--- src/rtl/brownout_reset_seq.sv ---
module brownout_reset_seq #(
  parameter int CLK_PER_MS     = 4000,
  parameter int STARTUP_CYCLES = 1024
) (
  input  logic clk,
  input  logic por_n,
  input  logic lv_flag_async,
  input  logic ext_rst_n,
  input  logic lv_enable,
  input  logic status_clr,
  output logic core_rst,
  output logic cause_lv,
  output logic cause_ext
);

  localparam int QW = $clog2(CLK_PER_MS + 1);
  localparam int HW = $clog2(STARTUP_CYCLES);
  localparam logic [QW-1:0] QUAL_MAX  = QW'(CLK_PER_MS);
  localparam logic [HW-1:0] HOLD_LAST = HW'(STARTUP_CYCLES - 1);

  logic [1:0]    lv_sync, ext_sync;
  logic [QW-1:0] qual_cnt;
  logic [HW-1:0] hold_cnt;
  logic          req_d;
  logic          lv_s, ext_s, lv_qual, rst_req, onset;

  assign lv_s    = lv_sync[1];
  assign ext_s   = ext_sync[1];
  assign lv_qual = lv_enable && (qual_cnt == QUAL_MAX);
  assign rst_req = lv_qual || ext_s;
  assign onset   = rst_req && !req_d;

  always_ff @(posedge clk or negedge por_n) begin
    if (!por_n) begin
      lv_sync  <= '0;
      ext_sync <= '0;
    end else begin
      lv_sync  <= {lv_sync[0], lv_flag_async};
      ext_sync <= {ext_sync[0], ~ext_rst_n};
    end
  end

  always_ff @(posedge clk or negedge por_n) begin
    if (!por_n)                  qual_cnt <= '0;
    else if (!lv_enable || !lv_s) qual_cnt <= '0;
    else if (qual_cnt != QUAL_MAX) qual_cnt <= qual_cnt + 1'b1;
  end

  always_ff @(posedge clk or negedge por_n) begin
    if (!por_n) begin
      hold_cnt <= '0;
      core_rst <= 1'b1;
    end else if (rst_req) begin
      hold_cnt <= '0;
      core_rst <= 1'b1;
    end else if (core_rst) begin
      if (hold_cnt == HOLD_LAST) core_rst <= 1'b0;
      else                       hold_cnt <= hold_cnt + 1'b1;
    end
  end

  always_ff @(posedge clk or negedge por_n) begin
    if (!por_n) begin
      req_d     <= 1'b0;
      cause_lv  <= 1'b0;
      cause_ext <= 1'b0;
    end else begin
      req_d <= rst_req;
      if (onset) begin
        cause_lv  <= lv_qual;
        cause_ext <= ext_s;
      end else if (status_clr) begin
        cause_lv  <= 1'b0;
        cause_ext <= 1'b0;
      end
    end
  end

endmodule

--- config.mk ---
export PLATFORM = sky130hd
export DESIGN_NAME = brownout_reset_seq
export DESIGN_NICKNAME = d
export VERILOG_FILES = /design/src/rtl/brownout_reset_seq.sv
export SDC_FILE = /design/constraint.sdc
export NUM_CORES = 1
export LEC_CHECK = 0
export BUFFER_PORTS_ARGS = -buffer_cell sky130_fd_sc_hd__buf_4
export CORE_MARGIN = 2
export CORE_UTILIZATION = 50
export DETAILED_ROUTE_END_ITERATION = 7
export GPL_TIMING_DRIVEN = 0
export PLACE_DENSITY_LB_ADDON = 0.1
export SLEW_MARGIN = 10
export SYNTH_ARGS = -nofsm -noshare
export SYNTH_HDL_FRONTEND = slang
export SYNTH_SLANG_ARGS = --single-unit
--- constraint.sdc ---
create_clock -name clk -period 2.6 [get_ports clk]
set_clock_uncertainty 0.2 [all_clocks]
set_input_delay 0.26 -clock clk [delete_from_list [all_inputs] [get_ports clk]]
set_output_delay 0.26 -clock clk [all_outputs]
set_load 0.05 [all_outputs]
==> impl_metrics.csv <==
group,metric,value,unit
run_status,status,"finished clean",
place,portBuffers,8,
synthesis,yosysTopAreaCellShare,0.496,
min_path,whs_path_depth,3,
finish,syn_to_final_growth,13.6,%
floorplanning,start_util,0.530,
floorplanning,rows,19,
worst_setup_path,endpoint_kind,"register",
place,dp_cells,178,
finish,layout_commonest_cell,"dfrtp_1",
sta,clock.fmax,457,MHz
global_route,grt-ovfl-total,0,
clocking,cts_tree,"done",
clocking,cts_buffer_depth,2,
sta,fin_setup_tns,0,ps
sta,worstMarginPinSlew,446,ps
route,wl_per_cell,13.0,um
route,drc,0,
global_route,track_usage,0.181,
clocking,clk_pin_slew,90,ps
worst_setup_path,cp_cell_sequence,"inv_1 > ha_1 > or4b_4 > nor4_4 > nand3b_1 > a21bo_2",
clocking,cts_inserted_buffers,5,
route,avgViaCountPerCell,5.63,
clocking,clkSinkCount,30,
finish,diodes,0,
power_and_ir_drop,ir_drop,0.490,mV
worst_setup_path,cp_data_arrival_time,2210,ps
floorplanning,fp.dieArea,0.00337,mm2
min_path,hold_class,"in -> reg",
synthesis,yosys-top-cells-area,"dfrtp_1 (50%), nor2_1 (4.1%), nand2_1 (3.6%)",
worst_setup_path,path_class,"reg -> reg",
sta,maxSlewHeadroom,0.701,
floorplanning,die_h,58.1,um
global_route,grt_max_degree,31,
floorplanning,die-width,58.1,um
synthesis,synth_top_area_cell,"dfrtp_1",
sta,setup_viol,0,
synthesis,synth_fp_nets,148,
worst_setup_path,crit_path_end,"cause_ext",
sta,hold_viol,0,
global_route,grt_pass1_vias,1055,
finish,nets,167,
route,drtIter0Drc,41,
synthesis,yosysUniqueCellTypes,37,
synthesis,avgSynthCellArea,10.5,um2
worst_setup_path,cp.required,2630,ps
sta,min_period,2190,ps
synthesis,netlist_area,0.00146,mm2
worst_setup_path,cpMaxStageDelayCell,"or4b_4",
worst_setup_path,worstSetupStartpointType,"register",
clocking,htree_levels,2,
global_route,grt_antenna_before_repair,0,
sta,fin_crit_sh,0.841,
finish,final_cell_mix,"dfrtp_1 (29), nor2_1 (16), nand2_1 (14), nand3_1 (8), buf_4 (8)",
clocking,cts_root_buffer,"clkbuf_4",
finish,drive_above_1_share,0.164,
finish,instances_no_fill,190,
job,max-cap-violations,0,
route,drtAntennaViolNets,0,
power_and_ir_drop,p_leak,0.675,nW
worst_setup_path,r2r-end,"cause_ext",
global_route,grt_pass1_wl,4.46,mm
route,dr.pass1.iters,6,
floorplanning,core,0.00276,mm2
clocking,clock_latency,330,ps
clocking,cts_setup_buffers,0,
worst_setup_path,cp-startpoint,"qual_cnt[0]",
worst_setup_path,rr_worst_depth,6,
worst_setup_path,r2r_start,"qual_cnt[0]",
worst_setup_path,crit_fanout,5,
synthesis,yosysSeqAreaShare,0.514,
worst_setup_path,slowest_delay,470,ps
synthesis,synth_seq_cells,30,
route,vias,1069,
power_and_ir_drop,p_per_area,503,mW/mm2
sta,drv_slew,0,
finish,fill_cells,239,
route,wirelength,2.48,mm
synthesis,yosys_warnings,0,
worst_setup_path,rrSetupSlack,410,ps
synthesis,syn_inst,139,
floorplanning,num_io_pins,9,
place,gp_congestion,0.777,
place,dp_hpwl,1.71,mm
sta,grt_setup_unrepaired,"no",
[sequential cells by signal, summed over array words and instances (netlist names)]
name,flops
cause_ext,1
cause_lv,1
core_rst,1
ext_sync,2
hold_cnt,10
lv_sync,2
qual_cnt,12
req_d,1
[critical path, delay by kind of cell (launching register included)]
| family | cells | cell delay, ps |
|---|---|---|
| AO/OA/AOI/OAI | 1 | 220 |
| adder cells (fa/ha/maj) | 1 | 140 |
| buffers and inverters | 1 | 110 |
| flip-flops | 1 | 420 |
| AND/OR/NAND/NOR | 3 | 1000 |
[worst min path at each step]
stage               from          end
2_1_floorplan      por_n    cause_ext
4_1_cts        lv_enable  hold_cnt[7]
3_5_place_dp       por_n  qual_cnt[2]
6_report       lv_enable  hold_cnt[7]
3_3_place_gp       por_n  qual_cnt[2]
5_1_grt        lv_enable  hold_cnt[7]
[kinds of logic (layout without fill, tap and decap cells)]
group                    after synthesis  after routing  synth area share
multiplexers                           4              4            0.0274
XOR/XNOR                              10             10            0.0599
AO/OA/AOI/OAI                         17             17            0.0898
buffers and inverters                  6             26            0.0265
AND/OR/NAND/NOR                       69             69             0.257
flip-flops                            30             30             0.514
adder cells (fa/ha/maj)                3              3            0.0257
[synth_stat cells]
master and count:
nor4_1 4, xnor2_1 5, and3_1 1, nor2_1 16
nor4_4 1, and4_1 1, and2_1 1, o31ai_4 1
nor2b_1 2, or2b_1 1, xor2_1 5, nand2_1 14
a21o_4 1, dfstp_2 1, ha_1 3, a21oi_1 6
nand3_1 8, nand3b_1 2, or3_1 2, nand2b_1 2
nand4_1 3, o31ai_1 2, a211oi_2 1, mux2i_1 4
a211oi_1 1, or4b_4 1, or4_1 1, and3b_1 1
nor2_2 2, inv_1 4, dfrtp_1 29, o21ai_0 4
buf_12 1, a21bo_2 1, or3b_2 1, clkbuf_1 1
nor3_1 5
[power by group]
group	leakage (nW)	internal (mW)	switching, mW
Sequential	0.399	0.477	0.00878
Clock	0.0353	0.131	0.157
Combinational	0.241	0.0278	0.0340
[per-stage QoR]
stage                     hold WS, ps  setup WS (ps)   util  power, mW  cell area, um2
after floorplan                  -236            595      -      0.528            1460
after CTS                        10.9            397  0.603      0.848            1660
final                            21.5            413  0.603      0.835            1660
after global placement           3.66            447  0.566      0.551            1560
after detailed placement         8.62            410  0.566      0.553            1560
after global routing             13.0            265  0.603      0.877            1660
[final cells by class]
class | instances | area (um2) | share of cell area
clock inverters | 1 | 5.00 | 0.00301
repair buffers | 12 | 100 | 0.0602
flip-flops and latches | 30 | 752 | 0.453
plain buffers | 2 | 23.8 | 0.0143
well taps | 31 | 38.8 | 0.0233
inverters | 4 | 15.0 | 0.00904
multi-input cells | 103 | 672 | 0.404
clock buffers | 7 | 55.1 | 0.0331
[timing repair]
item	in CTS	in global routing
gates resized for setup	0	0
hold endpoints to repair	33	0
hold buffers	4	0
[layer usage]
metal	wire (um)	vias to the layer above	global-route usage
li1	-	527	-
met1	1140	522	0.201
met2	1200	14	0.299
met3	87	6	0.0737
met4	55	0	0.0897
met5	0	-	0
No activity file was read; power rests on OpenSTA's default activity.
